--- src/rtl/scan_dec_pkg.sv ---
package scan_dec_pkg;
  typedef enum logic [1:0] {
    PH_IDLE = 2'd0,
    PH_RUN  = 2'd1,
    PH_DONE = 2'd2
  } phase_e;
endpackage

--- src/rtl/sdec_position.sv ---
// Chunk position tracker: channel index inside a frame, frame index inside a chunk.
module sdec_position #(
  parameter int CH_W   = 5,
  parameter int SKIP_W = 16
) (
  input  logic              clk,
  input  logic              rst_n,
  input  logic              clr,
  input  logic              adv,
  input  logic [CH_W-1:0]   lim_chan,
  input  logic [SKIP_W-1:0] lim_frame,
  output logic              keep,
  output logic              chunk_end
);
  logic [CH_W-1:0]   chan_q, chan_d;
  logic [SKIP_W-1:0] frame_q, frame_d;
  logic              pos_en;

  assign pos_en = clr | adv;

  always_comb begin
    chan_d  = chan_q;
    frame_d = frame_q;
    if (clr) begin
      chan_d  = '0;
      frame_d = '0;
    end else if (adv) begin
      if (chan_q == lim_chan) begin
        chan_d  = '0;
        frame_d = (frame_q == lim_frame) ? '0 : frame_q + 1'b1;
      end else begin
        chan_d = chan_q + 1'b1;
      end
    end
  end

  always_ff @(posedge clk or negedge rst_n) begin
    if (!rst_n) begin
      chan_q  <= '0;
      frame_q <= '0;
    end else if (pos_en) begin
      chan_q  <= chan_d;
      frame_q <= frame_d;
    end
  end

  assign keep      = (frame_q == '0);
  assign chunk_end = (chan_q == lim_chan) && (frame_q == lim_frame);

  // a clear puts the position back to the chunk origin
  a_r8_clear_origin: assert property (@(posedge clk) disable iff (!rst_n)
    clr |=> (chan_q == '0) && (frame_q == '0));
  // position never walks past the captured frame limit while advancing
  a_r3_chan_bound: assert property (@(posedge clk) disable iff (!rst_n)
    (adv && !clr && chunk_end) |=> (chan_q == '0) && (frame_q == '0));
endmodule

--- src/rtl/sdec_budget.sv ---
// Scan budget: counts whole chunks left in a counted acquisition.
module sdec_budget #(
  parameter int SCAN_W = 16
) (
  input  logic              clk,
  input  logic              rst_n,
  input  logic              load,
  input  logic [SCAN_W-1:0] load_val,
  input  logic              step,
  output logic              last
);
  logic [SCAN_W-1:0] rem_q, rem_d;
  logic              rem_en;

  assign rem_en = load | step;

  always_comb begin
    rem_d = rem_q;
    if (load)      rem_d = load_val;
    else if (step) rem_d = rem_q - 1'b1;
  end

  always_ff @(posedge clk or negedge rst_n) begin
    if (!rst_n)      rem_q <= '0;
    else if (rem_en) rem_q <= rem_d;
  end

  assign last = (rem_q == SCAN_W'(1));

  // a chunk is never retired from an empty budget
  a_r4_no_underflow: assert property (@(posedge clk) disable iff (!rst_n)
    (step && !load) |-> (rem_q != '0));
  // a load installs the requested scan count
  a_r8_reload: assert property (@(posedge clk) disable iff (!rst_n)
    load |=> (rem_q == $past(load_val)));
endmodule

--- src/rtl/sdec_ctrl.sv ---
// Acquisition phase control and mode capture.
module sdec_ctrl
  import scan_dec_pkg::*;
(
  input  logic   clk,
  input  logic   rst_n,
  input  logic   start,
  input  logic   cfg_forever,
  input  logic   cfg_zero,
  input  logic   adv,
  input  logic   chunk_end,
  input  logic   last,
  output phase_e phase,
  output logic   forever_q
);
  phase_e phase_q, phase_d;
  logic   fv_d;
  logic   finish;

  assign finish = (phase_q == PH_RUN) && adv && chunk_end && last && !forever_q;

  always_comb begin
    phase_d = phase_q;
    fv_d    = forever_q;
    if (start) begin
      fv_d    = cfg_forever;
      phase_d = (!cfg_forever && cfg_zero) ? PH_DONE : PH_RUN;
    end else if (finish) begin
      phase_d = PH_DONE;
    end
  end

  always_ff @(posedge clk or negedge rst_n) begin
    if (!rst_n) begin
      phase_q   <= PH_IDLE;
      forever_q <= 1'b0;
    end else begin
      phase_q   <= phase_d;
      forever_q <= fv_d;
    end
  end

  assign phase = phase_q;

  // continuous runs never reach the done phase without a new start
  a_r5_no_end: assert property (@(posedge clk) disable iff (!rst_n)
    ((phase_q == PH_RUN) && forever_q && !start) |=> (phase_q == PH_RUN));
  // counted start with an empty budget finishes at once
  a_r10_zero_scans: assert property (@(posedge clk) disable iff (!rst_n)
    (start && !cfg_forever && cfg_zero) |=> (phase_q == PH_DONE));
  // done is left only through start
  a_r8_done_sticky: assert property (@(posedge clk) disable iff (!rst_n)
    ((phase_q == PH_DONE) && !start) |=> (phase_q == PH_DONE));
endmodule

--- src/rtl/scan_decimator.sv ---
module scan_decimator
  import scan_dec_pkg::*;
#(
  parameter int DATA_W    = 16,
  parameter int MAX_CHANS = 16,
  parameter int SKIP_W    = 16,
  parameter int SCAN_W    = 16
) (
  input  logic              clk,
  input  logic              rst_n,
  input  logic [$clog2(MAX_CHANS+1)-1:0] cfg_chans,
  input  logic [SKIP_W-1:0] cfg_skip,
  input  logic [SCAN_W-1:0] cfg_scans,
  input  logic              cfg_forever,
  input  logic              start,
  input  logic              in_valid,
  output logic              in_ready,
  input  logic [DATA_W-1:0] in_data,
  output logic              out_valid,
  input  logic              out_ready,
  output logic [DATA_W-1:0] out_data,
  output logic              acq_done
);
  localparam int CH_W = $clog2(MAX_CHANS + 1);

  logic [CH_W-1:0]   lim_chan_q, lim_chan_d;
  logic [SKIP_W-1:0] lim_frame_q, lim_frame_d;
  logic              keep, chunk_end, last, forever_q;
  logic              running, pass_slot, adv, step;
  phase_e            phase;

  // configuration capture, enabled by start
  always_comb begin
    lim_chan_d  = cfg_chans - CH_W'(1);
    lim_frame_d = cfg_skip;
  end

  always_ff @(posedge clk or negedge rst_n) begin
    if (!rst_n) begin
      lim_chan_q  <= '0;
      lim_frame_q <= '0;
    end else if (start) begin
      lim_chan_q  <= lim_chan_d;
      lim_frame_q <= lim_frame_d;
    end
  end

  assign running   = (phase == PH_RUN);
  assign pass_slot = running && keep;
  assign in_ready  = !pass_slot || out_ready;
  assign out_valid = in_valid && pass_slot;
  assign out_data  = in_data;
  assign acq_done  = (phase == PH_DONE);
  assign adv       = running && in_valid && in_ready;
  assign step      = adv && chunk_end && !forever_q;

  sdec_position #(.CH_W(CH_W), .SKIP_W(SKIP_W)) u_pos (
    .clk       (clk),
    .rst_n     (rst_n),
    .clr       (start),
    .adv       (adv),
    .lim_chan  (lim_chan_q),
    .lim_frame (lim_frame_q),
    .keep      (keep),
    .chunk_end (chunk_end)
  );

  sdec_budget #(.SCAN_W(SCAN_W)) u_budget (
    .clk      (clk),
    .rst_n    (rst_n),
    .load     (start),
    .load_val (cfg_scans),
    .step     (step),
    .last     (last)
  );

  sdec_ctrl u_ctrl (
    .clk         (clk),
    .rst_n       (rst_n),
    .start       (start),
    .cfg_forever (cfg_forever),
    .cfg_zero    (cfg_scans == '0),
    .adv         (adv),
    .chunk_end   (chunk_end),
    .last        (last),
    .phase       (phase),
    .forever_q   (forever_q)
  );

  // a forwarded sample is never taken without the consumer
  a_r7_backpressure: assert property (@(posedge clk) disable iff (!rst_n)
    (out_valid && !out_ready) |-> !in_ready);
  // outside a run nothing is forwarded and the source is never stalled
  a_r6_quiet_sink: assert property (@(posedge clk) disable iff (!rst_n)
    acq_done |-> (!out_valid && in_ready));
  // the done flag only rises from a run or a start
  a_r4_done_rise: assert property (@(posedge clk) disable iff (!rst_n)
    $rose(acq_done) |-> ($past(running) || $past(start)));
endmodule

--- config.mk ---
export PLATFORM = sky130hd
export DESIGN_NAME = scan_decimator
export DESIGN_NICKNAME = d
export VERILOG_FILES = /design/src/rtl/scan_dec_pkg.sv /design/src/rtl/sdec_position.sv /design/src/rtl/sdec_budget.sv /design/src/rtl/sdec_ctrl.sv /design/src/rtl/scan_decimator.sv
export SDC_FILE = /design/constraint.sdc
export NUM_CORES = 1
export LEC_CHECK = 0
export BUFFER_PORTS_ARGS = -buffer_cell sky130_fd_sc_hd__buf_2
export CAP_MARGIN = 10
export CORE_MARGIN = 4
export CORE_UTILIZATION = 54
export CTS_CLUSTER_DIAMETER = 200
export DETAILED_ROUTE_END_ITERATION = 10
export PLACE_DENSITY = 0.78
export SLEW_MARGIN = 0
export SYNTH_ARGS = -nofsm -noshare
export SYNTH_HDL_FRONTEND = slang
export SYNTH_SLANG_ARGS = --single-unit
--- constraint.sdc ---
create_clock -name clk -period 2.7 [get_ports clk]
set_clock_uncertainty 0.15 [all_clocks]
set_input_delay 0.54 -clock clk [delete_from_list [all_inputs] [get_ports clk]]
set_output_delay 0.54 -clock clk [all_outputs]
set_load 0.01 [all_outputs]
==> results of run 1 <==
[power groups by stage]
stage          Sequential, µW  Clock (µW)  Combinational (µW)
5_1_grt                  1060        1070                 331
6_report                 1040        1010                 297
3_3_place_gp             1060           0                 285
4_1_cts                  1040        1020                 300
2_1_floorplan            1040           0                 223
3_5_place_dp             1060           0                 293
[state kept, by name, indices dropped and copies added, names as in the netlist]
signal            cells
u_ctrl.phase          2
u_pos.chan_q          5
lim_chan_q            5
u_budget.rem_q       16
u_ctrl.forever_q      1
lim_frame_q          16
u_pos.frame_q        16
[logic make-up (layout without fill, tap and decap cells)]
logic type / Yosys count / after routing / synth area share
xor gates and xnor gates: 41 / 41 / 0.0972
adders and majority gates: 6 / 6 / 0.0203
DFF: 61 / 61 / 0.413
buffers and inverters: 45 / 83 / 0.0735
AOI/OAI and AO/OA: 64 / 64 / 0.104
and+or+nand+nor: 135 / 135 / 0.228
muxes: 21 / 21 / 0.0636
[worst min-delay path by stage]
stage	to	cells past startpoint
3_3_place_gp	u_ctrl.phase[1]	1
3_5_place_dp	u_ctrl.phase[1]	1
2_1_floorplan	lim_chan_q[0]	0
4_1_cts	u_pos.frame_q[1]	1
6_report	u_pos.frame_q[1]	1
5_1_grt	u_pos.frame_q[1]	1
[layer usage]
| metal | vias to the layer above | track usage | routed length (µm) |
|---|---|---|---|
| met5 | - | 0 | 0 |
| li1 | 1394 | - | - |
| met1 | 1366 | 0.284 | 3570 |
| met4 | 0 | 0.105 | 163 |
| met3 | 15 | 0.0358 | 503 |
| met2 | 82 | 0.328 | 3840 |
[cells in the mapped netlist, types with 10 or more instances]
cell type	instances	share of area
nand2_1	38	0.039
mux2_2	20	0.061
a21oi_1	17	0.023
o21ai_0	21	0.028
xnor2_1	19	0.045
nor2_1	13	0.013
nand3_1	10	0.014
xor2_1	22	0.052
or4_1	10	0.020
nor4_1	12	0.020
nor4_2	10	0.034
buf_4	18	0.037
inv_1	11	0.011
dfrtp_1	61	0.41
[metrics by stage]
step                utilization  cell area (µm²)  power (µW)
finish                    0.635             4130        2350
global route              0.635             4130        2450
CTS                       0.635             4130        2370
detailed placement        0.597             3880        1350
global placement          0.597             3880        1340
floorplan                     -             3700        1260
[cell type report]
| type | count | area (µm²) |
|---|---|---|
| clock buffer | 10 | 138 |
| clock inverter | 6 | 110 |
| fill | 514 | 2370 |
| inverter | 12 | 45.0 |
| multi-input combinational | 267 | 1900 |
| sequential | 61 | 1530 |
| tap | 77 | 96.3 |
| timing repair buffer | 55 | 313 |
==> results.sh, run 1 <==
export IMPL_slew_headroom=0.572
export IMPL_crit_path_start="u_pos.frame_q[1]"
export IMPL_rr_worst_depth=6
export IMPL_p_int_uw=1750
export IMPL_core_um2=6490
export IMPL_crit_type="reg -> reg"
export IMPL_worst_slew_pin_transition_ps=641
export IMPL_grt_pass1_wl_um=14100
export IMPL_crit_top_cell="xor2_1"
export IMPL_p_seq_frac=0.445
export IMPL_crit_end="u_budget.rem_q[2]"
export IMPL_end_kind="flip-flop"
export IMPL_status="completed"
export IMPL_cp_slowest_stage_delay_ps=490
export IMPL_grt_pass1_vias=2933
export IMPL_yosysSeqAreaShare=0.413
export IMPL_place_hpwl_um=5840
export IMPL_clkLatencyLatePin_ps=340
export IMPL_start_util=0.569
export IMPL_p_clk_frac=0.429
export IMPL_ys_seq_elements=61
export IMPL_p_leak_uw=0.00172
export IMPL_drt_iter0_markers=212
export IMPL_fmax_ghz=0.395
export IMPL_layout_common_cells="61 x dfrtp_1, 45 x buf_2, 38 x nand2_1, 22 x xor2_1, 21 x o21ai_0"
export IMPL_dieArea_um2=8230
export IMPL_via_per_inst=5.85
export IMPL_reg2reg_slack_ps=170
export IMPL_crit_chain="xor2_1 > nor4_1 > nand4_2 > nor4b_1 > xor2_1 > mux2_2"
export IMPL_crit_fanout=9
export IMPL_regToRegEndpoint="u_budget.rem_q[2]"
export IMPL_power_density_nw_per_um2=570
export IMPL_pwr_share_comb=0.126
export IMPL_route_detailed_drc=0
export IMPL_required_ps=2780
export IMPL_cp_arrival_ps=2610
export IMPL_layout_commonest_cell="dfrtp_1"
export IMPL_slew_viol_final=0
export IMPL_max_cap_violations=0
export IMPL_async_flop_share=1.00
export IMPL_io_pins=78
export IMPL_ys_types=47
export IMPL_antenna_found_initial=0
export IMPL_fp_row_count=29
export IMPL_vias=2857
export IMPL_post_place_ws_ps=208
export IMPL_grtUsageTotal=0.211
export IMPL_syn_avg_cell_area_um2=9.91
export IMPL_rr_startpoint="u_pos.frame_q[1]"
export IMPL_whs_ps=71.2
export IMPL_p_switching_uw=599
export IMPL_clock_sinks=61
export IMPL_die_w_um=90.7
export IMPL_first_pass_iters=4
export IMPL_cts_buffer_depth=2
export IMPL_finalSetupViolations=0
export IMPL_ir_drop_v=0.000441
export IMPL_wl_per_cell_um=16.6
export IMPL_clockRootBuffer="clkbuf_8"
export IMPL_rsz0062_at_grt="no"
export IMPL_fin_cells=488
export IMPL_worstHoldPathType="in -> async"
export IMPL_path_depth=6
export IMPL_totalWireLength_um=8080
export IMPL_placed_cells=472
export IMPL_ys_flop_type="dfrtp_1"
export IMPL_finalHoldViolCount=0
export IMPL_layout_drive_gt1_share=0.265
export IMPL_swShare=0.255
export IMPL_finalSetupTns_ps=0
export IMPL_cts_resized_gates=0
export IMPL_ant_nets=0
export IMPL_fin_crit_sh=0.938
export IMPL_die_y_um=90.7
export IMPL_period_needed_ps=2530
export IMPL_area_growth_pct=11.6
export IMPL_clkSlewWorstSetupHoldPaths_ps=70
export IMPL_synth_edf_count=0
export IMPL_cts_setup_buffers=0
export IMPL_syn_area_um2=3700
export IMPL_gp_congestion=0.904
export IMPL_synthCells=373
export IMPL_cts_made_buffers=9
export IMPL_worst_setup_path_start_kind="flip-flop"
export IMPL_cts_tree="done"
export IMPL_overflow=0
export IMPL_cts_hold_buf=0
export IMPL_fin_ws_ps=168
export IMPL_worstPathBufferInverterCount=0
export IMPL_grt_max_degree=40
export IMPL_htreeDepth=3
export IMPL_nets=471
export IMPL_yosys_warnings=0
export IMPL_crit_family="simple AND/OR/NAND/NOR gates"
export IMPL_port_buffers=45
export IMPL_diodes=0
export IMPL_cp_slowest_cell="dfrtp_1"
export IMPL_synth_nets=438
(Power assumes the default switching activity.)
==> run 2, diff against run 1 <==
--- a/config.mk
+++ b/config.mk
@@ -15,4 +15,5 @@
 export SLEW_MARGIN = 0
 export SYNTH_ARGS = -nofsm -noshare
 export SYNTH_HDL_FRONTEND = slang
+export SYNTH_HIERARCHICAL = 1
 export SYNTH_SLANG_ARGS = --single-unit
==> results.sh, run 2 <==
export IMPL_clkLatencyLatePin_ps=350
export IMPL_worst_slew_pin_transition_ps=591
export IMPL_antenna_found_initial=0
export IMPL_crit_type="reg -> reg"
export IMPL_core_um2=6830
export IMPL_finalSetupTns_ps=-5230
export IMPL_synthCells=383
export IMPL_ys_top_cells_by_area="dfrtp_1 40%, mux2_4 5.1%, xor2_1 4.6%, nand2_1 3.2%, buf_4 3.1%"
export IMPL_grt_max_degree=39
export IMPL_crit_fanout=3
export IMPL_swShare=0.276
export IMPL_p_seq_frac=0.486
export IMPL_overflow=0
export IMPL_route_detailed_drc=0
export IMPL_syn_area_um2=3820
export IMPL_grt_pass1_wl_um=16200
export IMPL_place_hpwl_um=6510
export IMPL_clkSlewWorstSetupHoldPaths_ps=70
export IMPL_fin_cells=570
export IMPL_ys_types=61
export IMPL_rsz0062_at_grt="yes"
export IMPL_clock_sinks=61
export IMPL_layout_common_cells="61 x dfrtp_1, 53 x buf_4, 46 x buf_2, 33 x nand2_1, 20 x xor2_1"
export IMPL_yosys_area_top_type="dfrtp_1"
export IMPL_yosys_warnings=6
export IMPL_synth_most_common_cell="dfrtp_1"
export IMPL_worstHoldPathType="in -> async"
export IMPL_io_pins=78
export IMPL_fin_crit_sh=1.19
export IMPL_required_ps=2780
export IMPL_end_kind="flip-flop"
export IMPL_synth_top_area_frac=0.399
export IMPL_seq_area_um2=1530
export IMPL_top_regs="lim_frame_q (16), u_budget/rem_q (16), u_pos/frame_q (16)"
export IMPL_synth_nets=448
export IMPL_power_density_nw_per_um2=432
export IMPL_cts_tree="done"
export IMPL_p_clk_frac=0.351
export IMPL_gp_congestion=0.899
export IMPL_cts_buffer_depth=2
export IMPL_cp_slowest_cell="or4b_4"
export IMPL_wl_per_cell_um=19.0
export IMPL_yosysSeqAreaShare=0.399
export IMPL_die_w_um=92.1
export IMPL_ys_seq_elements=61
export IMPL_post_place_ws_ps=-439
export IMPL_port_buffers=45
export IMPL_synth_edf_count=0
export IMPL_first_pass_iters=5
export IMPL_grtUsageTotal=0.241
export IMPL_status="complete, but fails checks"
export IMPL_clockRootBuffer="clkbuf_8"
export IMPL_multi_input_area_um2=2240
export IMPL_die_y_um=92.1
export IMPL_cp_arrival_ps=3290
export IMPL_ys_flop_type="dfrtp_1"
export IMPL_nets=535
export IMPL_htreeDepth=3
export IMPL_async_flop_share=1.00
export IMPL_crit_chain="xor2_1 > nor4_2 > nand4_1 > nor2_2 > nor4b_4 > or4b_4 > o41a_1 > a221o_1"
export IMPL_fmax_ghz=0.312
export IMPL_finalSetupViolations=16
export IMPL_vias=3445
export IMPL_p_leak_uw=0.00218
export IMPL_fin_ws_ps=-509
export IMPL_synth_common_cells="61 x dfrtp_1, 33 x nand2_1, 20 x xor2_1"
export IMPL_grt_pass1_vias=3395
export IMPL_finalHoldViolCount=0
export IMPL_area_growth_pct=29.5
export IMPL_slew_headroom=0.606
export IMPL_diodes=0
export IMPL_via_per_inst=6.04
export IMPL_slew_viol_final=0
export IMPL_placed_cells=527
export IMPL_syn_avg_cell_area_um2=9.98
export IMPL_p_int_uw=1550
export IMPL_layout_commonest_cell="dfrtp_1"
export IMPL_whs_ps=48.1
export IMPL_start_util=0.560
export IMPL_violations="setup timing"
export IMPL_p_total_uw=2140
export IMPL_cp_slowest_stage_delay_ps=520
export IMPL_fp_row_count=30
export IMPL_drt_iter0_markers=204
export IMPL_dieArea_um2=8490
export IMPL_totalWireLength_um=10800
export IMPL_worst_setup_path_start_kind="flip-flop"
export IMPL_period_needed_ps=3210
export IMPL_cts_made_buffers=9
export IMPL_ant_nets=0
export IMPL_pwr_share_comb=0.163
export IMPL_max_cap_violations=0
export IMPL_fill_cells=483
export IMPL_p_switching_uw=590
export IMPL_layout_drive_gt1_share=0.422
export IMPL_ir_drop_v=0.000364
-- run 2: cell count changes after synthesis, sizes merged, moves of 7 or more --
cell / before / now
nor2b: 3 / 10
buf: 26 / 33
xnor2: 19 / 10
nor4: 25 / 15
a21oi: 18 / 7
o311ai: 0 / 8
nand3: 11 / 19
o21ai: 28 / 13
-- run 2: final cells by class --
type,instances,share of cell area
clock buffer,14,0.0349
tap,96,0.0243
sequential,61,0.308
clock inverter,1,0.00101
timing repair buffer,115,0.169
multi-input combinational,271,0.453
inverter,12,0.00961
-- run 2: power groups by stage --
| stage | logic, µW | registers, µW | clock network, µW |
|---|---|---|---|
| final | 349 | 1040 | 751 |
| after global routing | 375 | 1040 | 805 |
| after CTS | 303 | 1030 | 755 |
| after detailed placement | 292 | 1050 | 0 |
| after global placement | 283 | 1040 | 0 |
| after floorplan | 207 | 1030 | 0 |
-- run 2: what timing repair did --
action                                 in CTS  in global routing
endpoints found under the hold margin       0                  0
setup buffers                              16                 15
hold buffers                                0                  0
pin swaps                                   9                 12
setup endpoints to repair                  26                 30
gates resized for setup                    24                 39
gates cloned                                0                  3
-- run 2: through the flow --
stage	cell area, µm²	utilization
final	4950	0.725
after global routing	4950	0.725
after CTS	4670	0.684
after detailed placement	4270	0.625
after global placement	4270	0.625
after floorplan	3890	-
-- run 2: critical path, delay by kind of cell, from the launching register on --
kind,cells,cell delay [ps]
compound gates,2,610
xor+xnor,1,180
flops,1,400
simple gates,5,1750
-- run 2: final timing paths --
kind	cells past startpoint	end	start	slack (ps)
worst max-delay path	8	u_budget/rem_q[15]	u_pos/frame_q[5]	-510
worst min-delay path	1	lim_frame_q[4]	rst_n	50
worst max register to register	8	u_budget/rem_q[15]	u_pos/frame_q[5]	-510
worst min register to register	1	lim_frame_q[11]	lim_frame_q[11]	380
max in group asynchronous	2	u_pos/chan_q[1]	rst_n	1740
min in group clk	3	u_budget/rem_q[2]	cfg_scans[2]	270
-- run 2: cell families (layout without fill, tap and decap cells) --
group	after synthesis	after routing	share of synthesized area
simple gates	150	151	0.226
fa+ha+maj	6	6	0.0196
compound gates	64	64	0.132
mux	20	20	0.0710
flops	61	61	0.399
buf+inv	52	142	0.0841
xor+xnor	30	30	0.0687
-- run 2: per-layer routing --
layer | up-vias | GRT usage | wire [µm]
met5 | - | 0 | 0
met2 | 175 | 0.432 | 5570
met1 | 1669 | 0.275 | 4210
li1 | 1565 | - | -
met4 | 0 | 0.0965 | 333
met3 | 36 | 0.0566 | 723
